## src/rtl/strobe_cap_pkg.sv

```systemverilog
package strobe_cap_pkg;
  localparam int unsigned CAP_W      = 8;
  localparam int unsigned SYNC_DEPTH = 2;

  typedef enum logic {
    BOOT_NOT_BYTEWIDE = 1'b0,
    BOOT_BYTEWIDE     = 1'b1
  } boot_mode_e;
endpackage

```

## src/rtl/scap_sync.sv

```systemverilog
module scap_sync #(
  parameter int unsigned STAGES  = 2,
  parameter logic        RST_VAL = 1'b0
) (
  input  logic clk,
  input  logic rst_n,
  input  logic d,
  output logic q
);
  logic [STAGES-1:0] shift_q;
  logic [STAGES-1:0] shift_d;

  always_comb begin
    shift_d = {shift_q[STAGES-2:0], d};
  end

  always_ff @(posedge clk or negedge rst_n) begin
    if (!rst_n) begin
      shift_q <= {STAGES{RST_VAL}};
    end else begin
      shift_q <= shift_d;
    end
  end

  assign q = shift_q[STAGES-1];
endmodule

```

## src/rtl/scap_edge.sv

```systemverilog
module scap_edge (
  input  logic clk,
  input  logic rst_n,
  input  logic lvl,
  output logic rise
);
  logic prev_q, prev_d;
  logic armed_q, armed_d;

  always_comb begin
    prev_d  = lvl;
    armed_d = armed_q | ~lvl;
  end

  always_ff @(posedge clk or negedge rst_n) begin
    if (!rst_n) begin
      prev_q  <= 1'b1;
      armed_q <= 1'b0;
    end else begin
      prev_q  <= prev_d;
      armed_q <= armed_d;
    end
  end

  assign rise = armed_q & lvl & ~prev_q;

  // one strobe rise gives one single-cycle pulse
  assert_single_pulse_R1: assert property (@(posedge clk) disable iff (!rst_n)
    rise |=> !rise);
endmodule

```

## src/rtl/scap_capture.sv

```systemverilog
module scap_capture #(
  parameter int unsigned W = 8
) (
  input  logic         clk,
  input  logic         rst_n,
  input  logic         rise,
  input  logic [W-1:0] data_in,
  input  logic         enable,
  input  logic         bytewide,
  input  logic         clr,
  output logic         pending,
  output logic [W-1:0] byte_val
);
  logic         pend_q, pend_d;
  logic [W-1:0] byte_q, byte_d;
  logic         feature_on;
  logic         accept;
  logic         byte_ce;

  always_comb begin
    feature_on = enable & ~bytewide;
    accept     = rise & feature_on & ~pend_q;
    byte_ce    = accept;
    pend_d     = pend_q;
    if (accept) begin
      pend_d = 1'b1;
    end else if (clr) begin
      pend_d = 1'b0;
    end
    byte_d = byte_ce ? data_in : byte_q;
  end

  always_ff @(posedge clk or negedge rst_n) begin
    if (!rst_n) begin
      pend_q <= 1'b0;
      byte_q <= '0;
    end else begin
      pend_q <= pend_d;
      if (byte_ce) begin
        byte_q <= byte_d;
      end
    end
  end

  assign pending  = pend_q;
  assign byte_val = byte_q;

  assert_capture_R1: assert property (@(posedge clk) disable iff (!rst_n)
    accept |=> (pend_q && byte_q == $past(data_in)));

  assert_lockout_R3: assert property (@(posedge clk) disable iff (!rst_n)
    (pend_q && !clr) |=> (pend_q && $stable(byte_q)));

  assert_clear_R4: assert property (@(posedge clk) disable iff (!rst_n)
    (pend_q && clr) |=> !pend_q);

  // a disabled feature neither loads nor raises
  assert_gated_R5: assert property (@(posedge clk) disable iff (!rst_n)
    !(enable && !bytewide) |=> ($stable(byte_q) && !$rose(pend_q)));
endmodule

```

## src/rtl/strobe_byte_capture.sv

```systemverilog
module strobe_byte_capture
  import strobe_cap_pkg::*;
#(
  parameter int unsigned DATA_W      = CAP_W,
  parameter int unsigned SYNC_STAGES = SYNC_DEPTH
) (
  input  logic              clk,
  input  logic              rst_n,
  input  logic              strb_in,
  input  logic [DATA_W-1:0] data_in,
  input  logic              irq_en,
  input  logic              bytewide_boot,
  input  logic              host_clr,
  output logic              irq_out,
  output logic [DATA_W-1:0] rd_byte
);
  logic       rst_n_int;
  logic       strb_sync;
  logic       strb_rise;
  logic       pend;
  logic [DATA_W-1:0] cap_byte;
  boot_mode_e mode;

  // reset: asserted asynchronously, released after SYNC_STAGES edges
  scap_sync #(.STAGES(SYNC_STAGES), .RST_VAL(1'b0)) u_rst_sync (
    .clk(clk), .rst_n(rst_n), .d(1'b1), .q(rst_n_int)
  );

  // strobe rests high, so the synchronizer resets to 1
  scap_sync #(.STAGES(SYNC_STAGES), .RST_VAL(1'b1)) u_strb_sync (
    .clk(clk), .rst_n(rst_n_int), .d(strb_in), .q(strb_sync)
  );

  scap_edge u_edge (
    .clk(clk), .rst_n(rst_n_int), .lvl(strb_sync), .rise(strb_rise)
  );

  scap_capture #(.W(DATA_W)) u_cap (
    .clk(clk), .rst_n(rst_n_int), .rise(strb_rise), .data_in(data_in),
    .enable(irq_en), .bytewide(bytewide_boot), .clr(host_clr),
    .pending(pend), .byte_val(cap_byte)
  );

  always_comb begin
    mode    = boot_mode_e'(bytewide_boot);
    irq_out = pend & irq_en & (mode == BOOT_NOT_BYTEWIDE);
    rd_byte = (mode == BOOT_BYTEWIDE) ? '0 : cap_byte;
  end

  assert_bootzero_R6: assert property (@(posedge clk) disable iff (!rst_n_int)
    bytewide_boot |-> (rd_byte == '0 && !irq_out));
endmodule

```

## config.mk

```make
export PLATFORM = sky130hd
export DESIGN_NAME = strobe_byte_capture
export DESIGN_NICKNAME = d
export VERILOG_FILES = /design/src/rtl/strobe_cap_pkg.sv /design/src/rtl/scap_sync.sv /design/src/rtl/scap_edge.sv /design/src/rtl/scap_capture.sv /design/src/rtl/strobe_byte_capture.sv
export SDC_FILE = /design/constraint.sdc
export NUM_CORES = 1
export LEC_CHECK = 0
export CORE_MARGIN = 2
export CORE_UTILIZATION = 44
export CTS_CLUSTER_SIZE = 12
export DETAILED_ROUTE_END_ITERATION = 8
export PLACE_DENSITY = 0.88
export SYNTH_ARGS = -nofsm -noshare
export SYNTH_HDL_FRONTEND = slang
export SYNTH_SLANG_ARGS = --single-unit
```

## constraint.sdc

```tcl
create_clock -name clk -period 0.85 [get_ports clk]
set_input_delay 0.085 -clock clk [delete_from_list [all_inputs] [get_ports clk]]
set_output_delay 0.085 -clock clk [all_outputs]
set_load 0.01 [all_outputs]
```

==> impl_metrics.json, run 1 <==
{
  "synth_warnings": 0,
  "areaGrowthSynthToFinish_pct": 56.5,
  "synthDistinctLibCells": 13,
  "period_needed_ns": 1.34,
  "holdWs_ns": 0.127,
  "setup_ws_ns": -0.485,
  "cts_tree": "yes",
  "clk_pin_slew_ns": 0.09,
  "avgSynthCellArea_um2": 16.0,
  "ir_drop_uv": 1250,
  "port_buffers": 22,
  "antenna_found_initial": 0,
  "synth_edf_count": 0,
  "fin_util": 0.733,
  "core_region_area_mm2": 0.00130,
  "cts_buffer_depth": 2,
  "via_count": 416,
  "fill_cells": 91,
  "place.gp.congestion": 0.655,
  "yosysTopAreaCell": "dfrtp_1",
  "setup_viol": 18,
  "ant_nets": 0,
  "arrival_ns": 1.49,
  "finalNonFillerCells": 88,
  "ys_top_cells_by_area": "dfrtp_1 (49%), dfstp_2 (13%), and2b_2 (10%), mux2_2 (9.2%), mux2_4 (7.4%)",
  "post-place-cells": 81,
  "outcome": "finished, violations left",
  "clock_sinks": 15,
  "cp-start-kind": "flop",
  "place_ws_ns": -0.715,
  "drt-total-wl_um": 1160,
  "violations": "setup timing",
  "min_period_over_period": 1.57,
  "required_ns": 1.01,
  "drive_gt1_frac": 0.589,
  "htreeDepth": 1,
  "die_y_um": 41.2,
  "yosysMostFrequentCell": "dfrtp_1",
  "drt-initial-drc-count": 2,
  "syn_area_um2": 609,
  "clockRootBuffer": "clkbuf_4",
  "power_leakage_uw": 0.000444,
  "seq_area_um2": 379,
  "ys_seq_area_frac": 0.622,
  "die_area_mm2": 0.00170,
  "crit_path_end_kind": "flop",
  "start_util": 0.468,
  "hold_class": "reg -> async",
  "rows": 13,
  "die_w_um": 41.2,
  "avgRoutedWirePerCell_um": 13.2,
  "crit_type": "reg -> reg",
  "diodes": 0,
  "synth-seq-cells": 15,
  "synth_top_area_share": 0.493,
  "multiInputGateArea_um2": 245,
  "power_density_mw_per_mm2": 1840,
  "slew_viol_final": 0,
  "rsz0062_at_grt": "true",
  "cp_max_fo": 5,
  "grt.total_usage": 0.166,
  "async_reset_ff_frac": 1.00,
  "ys.flop_type": "dfrtp_1",
  "finalHoldViolations": 0,
  "cts_made_buffers": 3,
  "drcViolationCount": 0,
  "nets": 88,
  "firstDrtPassIters": 2,
  "grt_max_degree": 10,
  "maxCapViolCount": 0,
  "grt_pass1_wl_um": 1700,
  "viasPerCell": 4.73,
  "dp_hpwl_um": 882,
  "worst_clock_skew_ns": 0.00952,
  "synthCells": 38,
  "grt_pass1_vias": 438,
  "max_freq_mhz": 749,
  "syn_nets": 52,
  "clk_latency_ns": 0.28,
  "grt.overflow.total": 0,
  "ioPinCount": 23,
  "synth_common_cells": "dfrtp_1 (12), and2b_2 (7), mux2_2 (5)",
  "finalPower_uw": 1760
}
## per-stage QoR
stage | TNS, ns | area [um2]
detailed placement | -11.58 | 893
finish | -5.76 | 953
floorplan | -3.88 | 609
global route | -6.72 | 953
CTS | -5.99 | 953
global placement | -11.37 | 893
## critical path, cell delays in order, from the launching register on
cell and delay, ns:
dfstp_2 0.54, and4bb_4 0.26, nand3_4 0.11, mux2_4 0.32
## registers in the layout, indices dropped and copies added (netlist names)
name / flops
u_cap.byte_val: 8
u_edge.armed_q: 1
u_edge.prev_q: 1
u_strb_sync.shift_q: 2
u_cap.pending: 1
u_rst_sync.shift_q: 2
## cell type report
type                       count  area share
multi-input combinational     23       0.257
timing repair buffer          30       0.294
clock buffer                   4      0.0276
sequential                    15       0.398
tap                           15      0.0197
inverter                       1     0.00394
## cell usage in the layout (no fill, tap or decap), types with 2 or more instances in the layout
cell type,instances
dfrtp_1,12
and2b_2,7
clkbuf_4,3
buf_2,2
dfstp_2,3
buf_6,7
clkdlybuf4s50_1,12
buf_4,7
mux2_2,5
mux2_4,3
## timing repair
action	4_1_cts	5_1_grt
hold buffers	1	0
pin swaps	1	0
cloned	1	0
setup endpoints to repair	18	18
endpoints found under the hold margin	2	0
buffers inserted	1	0
resized for setup	48	0
## per-layer routing
metal	track usage	wire length, um
met5	0	0
met3	0.0326	50
met1	0.167	450
met4	0.121	12
met2	0.297	647
## report_power, final
| part | total (uW) | switching (uW) | internal [uW] |
|---|---|---|---|
| Sequential | 883 | 55.4 | 828 |
| Combinational | 484 | 146 | 338 |
| Clock | 390 | 208 | 182 |
| Total | 1760 | 410 | 1350 |
## logic make-up (layout without fill, tap and decap cells)
logic type	count (synthesis)	in the layout	share of synthesized area
compound gates	1	1	0.00821
buf+inv	1	35	0.00615
flops	15	15	0.622
mux	8	8	0.166
other cells	1	1	0.00615
simple gates	12	13	0.191
## worst paths after layout
check | start | to | slack [ns] | cells past startpoint
worst max-delay path | u_strb_sync.shift_q[1] | u_cap.byte_val[3] | -0.49 | 3
worst min-delay path | u_rst_sync.shift_q[1] | u_cap.byte_val[6] | 0.13 | 0
worst max register to register | u_strb_sync.shift_q[1] | u_cap.byte_val[3] | -0.49 | 3
worst min register to register | u_rst_sync.shift_q[1] | u_cap.byte_val[6] | 0.13 | 0
max in group asynchronous | rst_n | u_rst_sync.shift_q[0] | 0.24 | 2
min in group clk | strb_in | u_strb_sync.shift_q[0] | 0.22 | 1
Power figures use the tool's default switching activity.
==> run 2: changes to the inputs <==
--- a/config.mk
+++ b/config.mk
@@ -9,7 +9,7 @@
 export CORE_UTILIZATION = 44
 export CTS_CLUSTER_SIZE = 12
 export DETAILED_ROUTE_END_ITERATION = 8
-export PLACE_DENSITY = 0.88
+export PLACE_DENSITY = 0.87
 export SYNTH_ARGS = -nofsm -noshare
 export SYNTH_HDL_FRONTEND = slang
 export SYNTH_SLANG_ARGS = --single-unit
==> run 2 against run 1 <==
Effect of this change:
- the run still ends with setup timing left
- combinational power rose by 11%
- wire length rose by 7.0%
- hold slack improved by 0.020 ns
- critical path type unchanged
==> impl_metrics.json, run 2 (same netlist as run 1, synthesis figures left out) <==
{
  "ir_drop_uv": 1300,
  "grt_pass1_wl_um": 1680,
  "port_buffers": 22,
  "cts_buffer_depth": 2,
  "clk_pin_slew_ns": 0.09,
  "start_util": 0.468,
  "clock_sinks": 15,
  "cp-start-kind": "flop",
  "drt-total-wl_um": 1240,
  "fill_cells": 90,
  "die_area_mm2": 0.00170,
  "slew_viol_final": 0,
  "grt.overflow.total": 0,
  "path_delay_family": "flip-flops",
  "diodes": 0,
  "rsz0062_at_grt": "true",
  "fin_util": 0.742,
  "firstDrtPassIters": 1,
  "drcViolationCount": 0,
  "cp_max_fo": 5,
  "drt-initial-drc-count": 0,
  "clockRootBuffer": "clkbuf_4",
  "r2r_start": "u_strb_sync.shift_q[1]",
  "rr_worst_depth": 3,
  "r2r-end": "u_cap.byte_val[3]",
  "drive_gt1_frac": 0.600,
  "layout_common_cells": "clkdlybuf4s50_1 (12), dfrtp_1 (12), buf_4 (9)",
  "hold_class": "reg -> async",
  "cts_made_buffers": 3,
  "min_period_over_period": 1.59,
  "finalHoldViolations": 0,
  "arrival_ns": 1.51,
  "setup_viol": 18,
  "cp_slowest_cell": "dfstp_2",
  "crit_path_end_kind": "flop",
  "power_leakage_uw": 0.000454,
  "violations": "setup timing",
  "viasPerCell": 4.48,
  "largest_register_ffs": 8,
  "avgRoutedWirePerCell_um": 13.8,
  "crit_type": "reg -> reg",
  "ant_nets": 0,
  "die_y_um": 41.2,
  "max_freq_mhz": 742,
  "areaGrowthSynthToFinish_pct": 58.5,
  "antenna_found_initial": 0,
  "critPathBufInv": 0,
  "worst_clock_skew_ns": 0.00139,
  "ioPinCount": 23,
  "setup_ws_ns": -0.497,
  "die_w_um": 41.2,
  "grt.total_usage": 0.164,
  "clk_latency_ns": 0.27,
  "finalNonFillerCells": 90,
  "post-place-cells": 78,
  "finalPower_uw": 1820,
  "slowest_delay_ns": 0.54,
  "place.gp.congestion": 0.644,
  "htreeDepth": 1,
  "maxCapViolCount": 0,
  "outcome": "finished, violations left",
  "core_region_area_mm2": 0.00130,
  "grt_pass1_vias": 382,
  "grt_max_degree": 11,
  "via_count": 403,
  "power_density_mw_per_mm2": 1890,
  "required_ns": 1.02,
  "nets": 90,
  "crit_path_cell_trace": "and4bb_4, nand3_4, mux2_4",
  "rrSetupSlack_ns": -0.50,
  "period_needed_ns": 1.35,
  "rows": 13,
  "cts_tree": "yes"
}
-- run 2: worst max-delay path by stage --
| stage | startpoint | to | slack [ns] | cells after the start |
|---|---|---|---|---|
| finish | u_strb_sync.shift_q[1] | u_cap.byte_val[3] | -0.50 | 3 |
| global route | u_strb_sync.shift_q[1] | u_cap.byte_val[4] | -0.53 | 3 |
| CTS | u_strb_sync.shift_q[1] | u_cap.byte_val[3] | -0.51 | 3 |
| detailed placement | bytewide_boot | u_cap.byte_val[3] | -0.80 | 4 |
| global placement | bytewide_boot | u_cap.byte_val[5] | -0.75 | 4 |
| floorplan | u_strb_sync.shift_q[1] | u_cap.byte_val[3] | -0.47 | 3 |
-- run 2: final cells by class --
class / instances / area (um2) / area share
inverters: 1 / 3.75 / 0.00389
flip-flops and latches: 15 / 379 / 0.392
well taps: 15 / 18.8 / 0.0194
clock buffers: 3 / 22.5 / 0.0233
multi-input cells: 23 / 241 / 0.250
clock inverters: 1 / 5.00 / 0.00518
repair buffers: 32 / 295 / 0.306
-- run 2: worst reg2reg max path: cells and delay by family, from the launching register on --
kind          cells  cell delay [ns]
simple gates      2             0.37
mux               1             0.33
flops             1             0.54
-- run 2: power by group --
group          internal, uW  switching (uW)  total [uW]
registers               828            58.1         886
clock network           174             225         399
logic                   375             162         537
total                  1380             444        1820
-- run 2: repair_timing --
item | in CTS | in global routing
hold endpoints to repair | 2 | 0
pin swaps | 1 | 0
setup endpoints to repair | 18 | 18
gates resized for setup | 46 | 0
hold buffers | 1 | 0
setup buffers | 3 | 3
gates cloned | 1 | 0
-- run 2: stage by stage --
stage | cell area (um2) | hold slack (ns) | TNS (ns) | worst slack, ns
floorplan | 609 | -0.211 | -3.88 | -0.470
global placement | 871 | 0.139 | -12.29 | -0.749
detailed placement | 871 | 0.151 | -12.78 | -0.796
CTS | 943 | 0.159 | -6.04 | -0.506
global route | 966 | 0.192 | -6.63 | -0.531
finish | 966 | 0.147 | -5.89 | -0.497
-- run 2: layer usage --
metal / vias up / share of wire / track usage / wire, um
met5: - / 0 / 0 / 0
met2: 15 / 0.51 / 0.266 / 634
met1: 186 / 0.42 / 0.199 / 523
met3: 2 / 0.058 / 0.0326 / 72
met4: 0 / 0.0089 / 0.0968 / 11
li1: 200 / - / - / -
